### src/rtl/ro_pair_pkg.sv
package ro_pair_pkg;
  typedef enum logic {
    MS_IDLE = 1'b0,
    MS_RUN  = 1'b1
  } meas_state_e;
endpackage

### src/rtl/ro_edge_sync.sv
module ro_edge_sync (
  input  logic clk,
  input  logic rst_n,
  input  logic async_in,
  output logic rise_pulse
);
  logic meta_q, sync_q, hist_q;

  always_ff @(posedge clk or negedge rst_n) begin
    if (!rst_n) begin
      meta_q <= 1'b0;
      sync_q <= 1'b0;
      hist_q <= 1'b0;
    end else begin
      meta_q <= async_in;
      sync_q <= meta_q;
      hist_q <= sync_q;
    end
  end

  assign rise_pulse = sync_q & ~hist_q;
endmodule

### src/rtl/ro_sat_counter.sv
module ro_sat_counter #(
  parameter int CNT_W = 8
) (
  input  logic             clk,
  input  logic             rst_n,
  input  logic             clr,
  input  logic             inc,
  output logic [CNT_W-1:0] count
);
  localparam logic [CNT_W-1:0] CNT_MAX = '1;

  always_ff @(posedge clk or negedge rst_n) begin
    if (!rst_n)                       count <= '0;
    else if (clr)                     count <= '0;
    else if (inc && count != CNT_MAX) count <= count + 1'b1;
  end
endmodule

### src/rtl/ro_window_ctl.sv
module ro_window_ctl
  import ro_pair_pkg::*;
#(
  parameter int WIN_W = 12
) (
  input  logic             clk,
  input  logic             rst_n,
  input  logic             start,
  input  logic [WIN_W-1:0] win_len,
  output logic             accept,
  output logic             busy,
  output logic             done
);
  localparam logic [WIN_W-1:0] ONE = WIN_W'(1);

  meas_state_e      state_q;
  logic [WIN_W-1:0] left_q;

  assign accept = start && (state_q == MS_IDLE);
  assign busy   = (state_q == MS_RUN);

  always_ff @(posedge clk or negedge rst_n) begin
    if (!rst_n) begin
      state_q <= MS_IDLE;
      left_q  <= '0;
      done    <= 1'b0;
    end else begin
      done <= 1'b0;
      if (accept) begin
        state_q <= MS_RUN;
        left_q  <= (win_len == '0) ? ONE : win_len;
      end else if (state_q == MS_RUN) begin
        if (left_q == ONE) begin
          state_q <= MS_IDLE;
          done    <= 1'b1;
        end
        left_q <= left_q - ONE;
      end
    end
  end
endmodule

### src/rtl/ro_pair_cmp.sv
module ro_pair_cmp #(
  parameter int CW       = 3,
  parameter int CNT_W    = 8,
  parameter int WIN_W    = 12,
  parameter int PAIR_OFS = 3
) (
  input  logic               clk,
  input  logic               rst_n,
  input  logic [CW-1:0]      challenge,
  input  logic               start,
  input  logic [WIN_W-1:0]   win_len,
  input  logic [(1<<CW)-1:0] osc_in,
  output logic               resp,
  output logic               tie,
  output logic               done
);
  localparam int            NOSC   = 1 << CW;
  localparam logic [CW-1:0] OFS_CW = CW'(PAIR_OFS % NOSC);

  logic [NOSC-1:0]  rise_vec;
  logic [CW-1:0]    sel_a_q, sel_b_q;
  logic             accept, busy;
  logic [CNT_W-1:0] cnt_a, cnt_b;

  // one synchroniser and edge detector per oscillator of the bank
  for (genvar gi = 0; gi < NOSC; gi++) begin : g_sync
    ro_edge_sync u_sync (
      .clk       (clk),
      .rst_n     (rst_n),
      .async_in  (osc_in[gi]),
      .rise_pulse(rise_vec[gi])
    );
  end

  ro_window_ctl #(.WIN_W(WIN_W)) u_win (
    .clk    (clk),
    .rst_n  (rst_n),
    .start  (start),
    .win_len(win_len),
    .accept (accept),
    .busy   (busy),
    .done   (done)
  );

  // pair decode: second index is offset and wraps in CW bits
  always_ff @(posedge clk or negedge rst_n) begin
    if (!rst_n) begin
      sel_a_q <= '0;
      sel_b_q <= OFS_CW;
    end else if (accept) begin
      sel_a_q <= challenge;
      sel_b_q <= challenge + OFS_CW;
    end
  end

  ro_sat_counter #(.CNT_W(CNT_W)) u_cnt_a (
    .clk  (clk),
    .rst_n(rst_n),
    .clr  (accept),
    .inc  (busy & rise_vec[sel_a_q]),
    .count(cnt_a)
  );

  ro_sat_counter #(.CNT_W(CNT_W)) u_cnt_b (
    .clk  (clk),
    .rst_n(rst_n),
    .clr  (accept),
    .inc  (busy & rise_vec[sel_b_q]),
    .count(cnt_b)
  );

  assign resp = (cnt_a > cnt_b);
  assign tie  = (cnt_a == cnt_b);
endmodule

### config.mk
export PLATFORM = sky130hd
export DESIGN_NAME = ro_pair_cmp
export DESIGN_NICKNAME = d
export VERILOG_FILES = /design/src/rtl/ro_pair_pkg.sv /design/src/rtl/ro_edge_sync.sv /design/src/rtl/ro_sat_counter.sv /design/src/rtl/ro_window_ctl.sv /design/src/rtl/ro_pair_cmp.sv
export SDC_FILE = /design/constraint.sdc
export NUM_CORES = 1
export LEC_CHECK = 0
export BUFFER_PORTS_ARGS = -buffer_cell sky130_fd_sc_hd__buf_2
export CAP_MARGIN = 10
export CORE_MARGIN = 4
export CORE_UTILIZATION = 63
export CTS_BUF_LIST = sky130_fd_sc_hd__clkbuf_16
export DETAILED_ROUTE_END_ITERATION = 10
export GPL_ROUTABILITY_DRIVEN = 0
export PLACE_DENSITY = 0.84
export RECOVER_POWER = 50
export SLEW_MARGIN = 0
export SYNTH_ARGS = -nofsm -noshare
export SYNTH_HDL_FRONTEND = slang
export SYNTH_SLANG_ARGS = --single-unit
export TNS_END_PERCENT = 20
### constraint.sdc
create_clock -name clk -period 4.4 [get_ports clk]
set_input_delay 0.66 -clock clk [delete_from_list [all_inputs] [get_ports clk]]
set_output_delay 0.66 -clock clk [all_outputs]
set_load 0.01 [all_outputs]
==> run_results.csv, run 1 <==
group,metric,value,unit
timing,post-route-period-util,58.0,%
run,drv_cap,0,
yosys,yosysUniqueCellTypes,50,
place,hpwl,3.73,mm
finish,area_delta_synth_final,15.6,%
cts,clock-sinks,60,
critical_path,reg2reg_depth,4,
yosys,synth_top_area_cell,"dfrtp_1",
cts,tritoncts,"built",
place,place_inst,344,
floorplanning,num_rows,24,
cts,h-tree-depth,3,
cts,cts_setup_buffers,0,
critical_path,cp.arrival,2770,ps
grt,grt_max_degree,61,
drt,drc_errors,0,
timing,worst_hold_slack,347,ps
critical_path,start_kind,"flop",
grt,grt_pass1_vias,2033,
critical_path,worstPathMaxFanout,35,
grt,grt_usage,22.3,%
yosys,synth_edf_count,0,
timing,clock_skew,6.71,ps
finish,fill_cells,299,
place,port_buffers,28,
drt,viasPerCell,6.00,
yosys,post-synth-top-count-cell,"dfrtp_1",
cts,clk_pin_slew,50,ps
grt,grt_first_pass_wirelength,9.30,mm
cts,cts_buffer_depth,2,
drt,wl_per_cell,15.6,um
power,power.total,1.93,mW
yosys,syn-num-nets,309,
power,irDropWorstVdd,0.491,mV
timing,finalSetupViolCount,0,
critical_path,r2r_start,"u_win.busy",
floorplanning,coreArea,0.00438,mm^2
finish,drive_gt1_share,17.9,%
yosys,yosysWarningCount,0,
critical_path,worstSetupStartpoint,"u_win.busy",
finish,stdcell_count,360,
power,p_leak,1.59,nW
cts,ctsResizeCount,0,
finish,design_area,0.00333,mm^2
floorplanning,dieWidth,75.6,um
cts,cts_hold_buffers,0,
grt,antenna_found_initial,0,
critical_path,r2r_end,"u_win.left_q[10]",
timing,finalMaxSlewViolations,0,
drt,drtPass1Iterations,5,
yosys,synth_top_area_share,50.4,%
yosys,postSynth.asyncResetShare,100,%
drt,drt_iter0_markers,178,
timing,clock.fmax,0.392,GHz
timing,slew_headroom,21.9,%
finish,layout.nets,342,
grt,grt.overflow.total,0,
cts,insertion_delay,320,ps
yosys,syn_avg_cell_area,10.7,um^2
critical_path,crit_type,"reg2reg",
critical_path,slowest_delay,940,ps
timing,rsz0062_at_grt,"false",
yosys,syn_inst,270,
yosys,synth_area_leaders,"dfrtp_1 50%, ha_1 5.6%, nand2_1 4.7%",
floorplanning,io_pins,29,
finish,antenna_cells,0,
place,place_area,0.00306,mm^2
floorplanning,die_h,75.6,um
status,outcome,"finished, final reports clean",
critical_path,critPathRequiredTime,4610,ps
critical_path,r2r_slack,1850,ps
critical_path,worstSetupEndpoint,"u_win.left_q[10]",
yosys,netlist_area,0.00288,mm^2
hold_path,worstHoldPathType,"reg2reg",
critical_path,crit_slowest_cell,"nand2_1",
floorplanning,die_area,0.00572,mm^2
floorplanning,start_util,65.7,%
critical_path,endpoint_kind,"flop",
critical_path,crit_chain,"inv_1 -> nand2_1 -> o211ai_1 -> o311ai_0",
yosys,ys_seq_area_share,52.2,%
timing,finalHoldViolCount,0,
drt,wl,5.63,mm
cts,cts_root_buffer,"clkbuf_16",
cts,cts_buffers,9,
yosys,synth_seq_cells,60,
drt,ant_nets,0,
yosys,synthTopCellsByCount,"58 x dfrtp_1, 36 x nand2_1, 16 x o21ai_0, 15 x inv_1, 15 x nor2_1",
power,power_density,579,mW/mm^2
yosys,synth_flop_cell,"dfrtp_1",
drt,vias,2159,
timing,layout_min_cycle_time,2550,ps
timing,setup-tns-final,0,ps
timing,tightest_slew,1170,ps
[cells in the final DEF, fill, tap and decap left out, types with 3 or more instances in the layout]
cell type	n
o21ai_1	3
nor3_1	4
nand3_1	4
nor2_1	15
inv_1	17
nor4_1	3
o21ai_0	16
dfrtp_1	58
ha_1	13
a31oi_1	3
mux2i_1	10
nor2b_1	4
a211o_1	3
and3_1	4
o21a_1	3
nand2_1	36
a21oi_1	13
o22a_1	3
clkinv_4	3
buf_2	28
o211ai_1	3
clkbuf_16	9
nand2b_1	8
mux4_2	3
nand4_1	6
[logic make-up after synthesis]
logic type | share of synthesized area (%)
buffers and inverters | 3.13
muxes | 6.74
DFF | 52.2
AOI/OAI and AO/OA | 13.9
and+or+nand+nor | 17.7
xor gates and xnor gates | 0.609
adders and majority gates | 5.65
[critical path, delay by kind of cell (launching register included)]
kind | cells | cell delay [ps]
simple gates | 1 | 940
flops | 1 | 810
compound gates | 2 | 390
buf+inv | 1 | 290
[sequential cells by signal, summed over array words and instances (netlist names)]
register              cells
g_sync.u_sync.hist_q      8
g_sync.u_sync.meta_q      8
g_sync.u_sync.sync_q      8
sel_a_q                   3
sel_b_q                   3
u_cnt_a.count             8
u_cnt_b.count             8
u_win.busy                1
u_win.done                1
u_win.left_q             12
[how the worst min path moves through the flow]
stage,end,start,cells after the start
after floorplan,g_sync[0].u_sync.sync_q,g_sync[0].u_sync.meta_q,0
after global placement,g_sync[3].u_sync.sync_q,g_sync[3].u_sync.meta_q,0
after detailed placement,g_sync[2].u_sync.sync_q,g_sync[2].u_sync.meta_q,0
after CTS,g_sync[2].u_sync.sync_q,g_sync[2].u_sync.meta_q,0
after global routing,g_sync[2].u_sync.sync_q,g_sync[2].u_sync.meta_q,0
final,g_sync[2].u_sync.sync_q,g_sync[2].u_sync.meta_q,0
[area by class of cell]
cell class	instances	area, um^2	share of cell area (%)
well taps	52	65.1	1.95
flip-flops and latches	60	1500	45.2
repair buffers	29	148	4.43
clock buffers	9	225	6.76
clock inverters	7	46.3	1.39
inverters	15	56.3	1.69
multi-input cells	188	1280	38.6
[metal layers]
layer | vias to the layer above | global-route usage (%) | part of all wire [%]
met5 | - | 0 | 0
met4 | 0 | 13.4 | 3.0
met3 | 15 | 4.62 | 4.0
met2 | 53 | 33.7 | 48
met1 | 1050 | 29.9 | 45
li1 | 1041 | - | -
[power breakdown]
| group | internal [mW] | switching (mW) |
|---|---|---|
| Sequential | 0.683 | 0.152 |
| Combinational | 0.223 | 0.248 |
| Clock | 0.377 | 0.244 |
[stage by stage]
step / utilization, % / setup slack (ps)
6_report: 75.9 / 1850
5_1_grt: 75.9 / 1640
4_1_cts: 75.9 / 1870
3_5_place_dp: 69.7 / 1930
3_3_place_gp: 69.7 / 2050
2_1_floorplan: - / 2450
(Power assumes the default switching activity.)
==> run 2, diff against run 1 <==
--- a/config.mk
+++ b/config.mk
@@ -8,11 +8,11 @@
 export BUFFER_PORTS_ARGS = -buffer_cell sky130_fd_sc_hd__buf_2
 export CAP_MARGIN = 10
 export CORE_MARGIN = 4
-export CORE_UTILIZATION = 63
+export CORE_UTILIZATION = 53
 export CTS_BUF_LIST = sky130_fd_sc_hd__clkbuf_16
 export DETAILED_ROUTE_END_ITERATION = 10
 export GPL_ROUTABILITY_DRIVEN = 0
-export PLACE_DENSITY = 0.84
+export PLACE_DENSITY = 0.76
 export RECOVER_POWER = 50
 export SLEW_MARGIN = 0
 export SYNTH_ARGS = -nofsm -noshare
==> constraint.sdc (replaced) <==
create_clock -name clk -period 2.15 [get_ports clk]
set_input_delay 0.3225 -clock clk [delete_from_list [all_inputs] [get_ports clk]]
set_output_delay 0.3225 -clock clk [all_outputs]
set_load 0.01 [all_outputs]
==> run 2 against run 1 <==
Critical path depth is 4 higher. Sequential share of layout area is 2.4 points lower. Critical path type is now reg2out. Clock-buffer cell count did not move.
==> run_results.csv, run 2 (synthesized netlist as in run 1, its figures left out) <==
group,metric,value,unit
drt,ant_nets,0,
finish,fill_cells,366,
timing,tightest_slew,1090,ps
drt,vias,2215,
finish,stdcell_count,389,
finish,top_register,"u_win.left_q",
timing,post-route-period-util,98.0,%
place,place_area,0.00314,mm^2
cts,clk_pin_slew,50,ps
place,hpwl,3.96,mm
timing,rsz0062_at_grt,"true",
finish,fin_util,68.1,%
floorplanning,io_pins,29,
grt,grt_pass1_vias,2038,
timing,finalHoldViolCount,0,
finish,multi_input_area,0.00132,mm^2
power,swShare,31.3,%
drt,drt_iter0_markers,128,
timing,layout_min_cycle_time,2110,ps
timing,finalMaxSlewViolations,0,
finish,layout.nets,354,
power,irDropWorstVdd,0.638,mV
critical_path,crit_chain,"inv_2 -> ha_4 -> nor2b_4 -> o211ai_1 -> a21oi_1 -> o21ai_1 -> a21oi_1 -> buf_2",
drt,wl,5.96,mm
cts,insertion_delay,320,ps
critical_path,worstPathMaxFanout,2,
finish,final_common_cell,"dfrtp_1",
drt,wl_per_cell,15.3,um
critical_path,start_kind,"flop",
power,power_density,1230,mW/mm^2
timing,finalSetupViolCount,0,
grt,grt_first_pass_wirelength,9.65,mm
power,p_leak,1.65,nW
cts,cts_root_buffer,"clkbuf_16",
timing,clock.fmax,0.475,GHz
timing,slew_headroom,27.7,%
floorplanning,num_rows,26,
hold_path,worstHoldPathType,"in2reg",
place,place_inst,368,
critical_path,crit_type,"reg2out",
critical_path,cp_common_cell,"a21oi_1",
power,p_int,2.98,mW
finish,largest_reg_flops,12,
cts,cts_buffers,9,
floorplanning,start_util,55.7,%
finish,area_delta_synth_final,22.3,%
finish,final_cell_mix,"57 x dfrtp_1, 36 x nand2_1, 27 x buf_2",
timing,setup-tns-final,0,ps
timing,clock_skew,5.50,ps
power,p_sw,1.35,mW
finish,design_area,0.00352,mm^2
floorplanning,coreArea,0.00517,mm^2
cts,clock-sinks,60,
cts,cts_buffer_depth,2,
drt,drtPass1Iterations,4,
drt,drc_errors,0,
critical_path,cp.arrival,1780,ps
power,p_seq_share,39.5,%
grt,antenna_found_initial,0,
grt,grt_usage,19.6,%
power,p_clk_share,34.0,%
critical_path,crit_slowest_cell,"dfrtp_1",
grt,grt_max_degree,44,
finish,drive_gt1_share,21.6,%
floorplanning,die_h,81.7,um
drt,viasPerCell,5.69,
finish,antenna_cells,0,
floorplanning,die_area,0.00667,mm^2
run,drv_cap,0,
critical_path,slowest_delay,370,ps
status,outcome,"finished, final reports clean",
cts,tritoncts,"built",
power,combPwrFrac,26.5,%
cts,h-tree-depth,3,
place,port_buffers,28,
critical_path,endpoint_kind,"output pin",
floorplanning,dieWidth,81.7,um
grt,grt.overflow.total,0,
finish,seqCellArea,0.00151,mm^2
critical_path,critPathRequiredTime,1830,ps
[run 2: changes by cell type in the layout (fill, tap and decap cells not counted), sizes merged]
| cell | before | now |
|---|---|---|
| buf | 29 | 38 |
| bufinv | 0 | 2 |
| clkbuf | 9 | 11 |
| inv | 17 | 15 |
| clkinv | 4 | 3 |
| dlygate4sd3 | 0 | 1 |
[run 2: layer usage]
layer  up-vias  routed length (um)  global-route usage (%)
met5         -                   0                       0
met4         0                  88                    8.97
met3         8                 232                    5.59
met2        54                3020                    31.1
met1      1081                2620                    24.9
li1       1072                   -                       -
[run 2: metrics by stage]
stage / setup slack (ps) / power [mW] / hold slack, ps
after floorplan: 385 / 2.37 / 26.9
after global placement: 288 / 2.62 / 289
after CTS: 9.19 / 4.19 / 90.2
after detailed placement: 217 / 2.68 / 291
final: 44.0 / 4.33 / 102
after global routing: -40.9 / 4.61 / 92.0
[run 2: path summary, 6_finish.rpt]
kind	from	to	slack, ps	depth (start not counted)
max	u_cnt_b.count[1]	resp	40	8
min	osc_in[7]	g_sync[7].u_sync.meta_q	100	1
max reg2reg	u_cnt_b.count[1]	u_cnt_b.count[0]	110	7
min reg2reg	g_sync[5].u_sync.meta_q	g_sync[5].u_sync.sync_q	340	0
max in group asynchronous	rst_n	sel_b_q[0]	600	3
min in group asynchronous	rst_n	u_cnt_a.count[2]	720	2
[run 2: power groups by stage]
stage | logic, mW | clock network (mW) | registers [mW]
6_report | 1.15 | 1.47 | 1.71
5_1_grt | 1.30 | 1.56 | 1.76
4_1_cts | 0.997 | 1.50 | 1.70
3_5_place_dp | 0.964 | 0 | 1.72
3_3_place_gp | 0.927 | 0 | 1.70
2_1_floorplan | 0.742 | 0 | 1.63
[run 2: cell type report]
| cell class | count | area share, % |
|---|---|---|
| clock buffers | 9 | 6.39 |
| clock inverters | 6 | 2.27 |
| well taps | 70 | 2.49 |
| multi-input cells | 188 | 37.5 |
| repair buffers | 41 | 7.03 |
| inverters | 15 | 1.60 |
| flip-flops and latches | 60 | 42.7 |
[run 2: worst max-delay path: cells and delay by family, from the launching register on]
kind	cells	cell delay [ps]
compound gates	4	480
simple gates	1	130
flops	1	370
buf+inv	2	200
fa+ha+maj	1	260
[run 2: timing repair]
item                                    CTS  global route
endpoints found under the setup margin    1             1
buffers inserted                          1             4
pin swaps                                 0             4
hold buffers                              1             0
hold endpoints to repair                 17             0
resized for setup                         0             8
==> run 3, diff against run 2 <==
--- a/config.mk
+++ b/config.mk
@@ -7,6 +7,7 @@
 export LEC_CHECK = 0
 export BUFFER_PORTS_ARGS = -buffer_cell sky130_fd_sc_hd__buf_2
 export CAP_MARGIN = 10
+export CORE_ASPECT_RATIO = 1.1
 export CORE_MARGIN = 4
 export CORE_UTILIZATION = 53
 export CTS_BUF_LIST = sky130_fd_sc_hd__clkbuf_16
==> run 3 against run 2 <==
Clock skew increased by 2.2 ps. Register-to-register slack better by 30 ps. Combinational power shrank 8%. Global-route usage rose by 0.20 points. Worst hold slack worse by 0.95 ps. Sequential power about the same. Sequential cell count unchanged. Largest cell class unchanged. Wire length fell by 1.2%. Final area shrank 0.57%.
==> run_results.csv, run 3 (synthesized netlist as in run 1, its figures left out) <==
group,metric,value,unit
place,place_inst,371,
power,p_leak,1.66,nW
place,port_buffers,28,
timing,finalHoldViolCount,0,
drt,viasPerCell,5.63,
timing,worst_hold_slack,101,ps
timing,rsz0062_at_grt,"true",
cts,clock-sinks,60,
timing,finalMaxSlewViolations,0,
finish,antenna_cells,0,
grt,grt_usage,19.8,%
floorplanning,coreArea,0.00513,mm^2
status,outcome,"finished, final reports clean",
place,hpwl,4.08,mm
critical_path,worstSetupEndpoint,"resp",
cts,insertion_delay,320,ps
power,irDropWorstVdd,0.838,mV
critical_path,endpoint_kind,"output pin",
finish,fin_util,68.2,%
finish,final_cell_mix,"57 x dfrtp_1, 36 x nand2_1, 27 x buf_2",
timing,layout_min_cycle_time,2120,ps
drt,drc_errors,0,
critical_path,crit_cells,8,
power,p_seq_share,39.9,%
finish,layout.nets,354,
cts,cts_buffers,9,
run,drv_cap,0,
critical_path,worstPathMaxFanout,3,
critical_path,crit_chain,"inv_2 -> ha_4 -> nor2b_1 -> o211ai_1 -> a21oi_1 -> o21ai_1 -> a21oi_1 -> buf_2",
finish,largest_reg_flops,12,
timing,clock_skew,7.73,ps
floorplanning,start_util,56.1,%
floorplanning,num_rows,27,
power,p_clk_share,35.2,%
drt,drt_iter0_markers,158,
drt,vias,2208,
power,power_density,1220,mW/mm^2
critical_path,worstSetupStartpoint,"u_cnt_b.count[1]",
finish,drive_gt1_share,21.6,%
floorplanning,dieWidth,78.3,um
timing,slew_headroom,12.5,%
cts,cts_root_buffer,"clkbuf_16",
drt,ant_nets,0,
critical_path,critPathRequiredTime,1830,ps
floorplanning,die_area,0.00668,mm^2
critical_path,r2r_start,"u_cnt_b.count[1]",
critical_path,cp.arrival,1800,ps
critical_path,reg2reg_depth,7,
timing,tightest_slew,1310,ps
critical_path,r2r_slack,140,ps
cts,h-tree-depth,3,
power,p_int,2.94,mW
finish,area_delta_synth_final,21.6,%
grt,grt.overflow.total,0,
power,combPwrFrac,24.8,%
timing,finalSetupViolCount,0,
grt,grt_first_pass_wirelength,10.3,mm
critical_path,critPathTopFamily,"compound AO/OA/AOI/OAI gates",
cts,cts_buffer_depth,2,
grt,antenna_found_initial,0,
cts,cts_hold_buffers,0,
cts,clk_pin_slew,50,ps
drt,wl_per_cell,15.0,um
grt,grt_pass1_vias,2201,
power,swShare,31.2,%
hold_path,worstHoldPathType,"in2reg",
finish,top_register,"u_win.left_q",
critical_path,crit_type,"reg2out",
critical_path,cp_common_cell,"a21oi_1",
critical_path,crit_slowest_cell,"dfrtp_1",
grt,grt_max_degree,30,
finish,final_common_cell,"dfrtp_1",
power,p_sw,1.33,mW
critical_path,start_kind,"flop",
critical_path,critical_path_buf_inv_count,2,
drt,wl,5.89,mm
critical_path,slowest_delay,370,ps
finish,stdcell_count,392,
floorplanning,io_pins,29,
timing,post-route-period-util,98.5,%
critical_path,r2r_end,"u_cnt_b.count[0]",
timing,clock.fmax,0.472,GHz
drt,drtPass1Iterations,5,
floorplanning,die_h,85.3,um
cts,tritoncts,"built",
## run 3: cell count changes in the layout (fill, tap and decap cells not counted), sizes merged
cell,before,now
inv,15,17
dlygate4sd3,1,0
clkinvlp,1,0
buf,38,39
## run 3: routing by layer
| layer | global-route usage (%) | vias up | wire [um] |
|---|---|---|---|
| met4 | 11.0 | 0 | 125 |
| met2 | 32.9 | 40 | 2930 |
| met3 | 4.03 | 13 | 229 |
| met5 | 0 | - | 0 |
| met1 | 24.1 | 1091 | 2610 |
| li1 | - | 1064 | - |
## run 3: power by group through the flow
| stage | Clock, mW | Combinational, mW | Sequential [mW] |
|---|---|---|---|
| 2_1_floorplan | 0 | 0.742 | 1.63 |
| 3_3_place_gp | 0 | 0.923 | 1.71 |
| 3_5_place_dp | 0 | 0.959 | 1.72 |
| 4_1_cts | 1.53 | 0.983 | 1.70 |
| 5_1_grt | 1.58 | 1.22 | 1.75 |
| 6_report | 1.50 | 1.06 | 1.71 |
## run 3: stage by stage
step                area (um^2)  setup slack, ps  setup TNS [ps]  total power, mW
floorplan                  2880              385               0             2.37
global placement           3150              286               0             2.63
detailed placement         3150              264               0             2.68
CTS                        3470             9.76               0             4.21
global route               3500            -48.6           -48.6             4.55
finish                     3500             31.2               0             4.27
## run 3: worst min path at each step
stage / startpoint / end / slack [ps] / cells past startpoint
3_5_place_dp: g_sync[1].u_sync.meta_q / g_sync[1].u_sync.sync_q / 330 / 0
5_1_grt: osc_in[4] / g_sync[4].u_sync.meta_q / 90 / 1
3_3_place_gp: g_sync[4].u_sync.meta_q / g_sync[4].u_sync.sync_q / 330 / 0
4_1_cts: rst_n / u_cnt_a.count[2] / 7 / 1
2_1_floorplan: rst_n / g_sync[0].u_sync.hist_q / 30 / 0
6_report: osc_in[3] / g_sync[3].u_sync.meta_q / 100 / 1
## run 3: what timing repair did
action,in CTS,in global routing
setup endpoints to repair,1,1
resized for setup,0,4
buffers inserted,1,4
pin swaps,0,3
## run 3: cell type report
type / instances / area (um^2)
multi-input combinational: 188 / 1300
clock buffer: 9 / 225
inverter: 15 / 56.3
timing repair buffer: 41 / 234
tap: 72 / 90.1
sequential: 60 / 1510
fill: 402 / 1630
clock inverter: 7 / 93.8
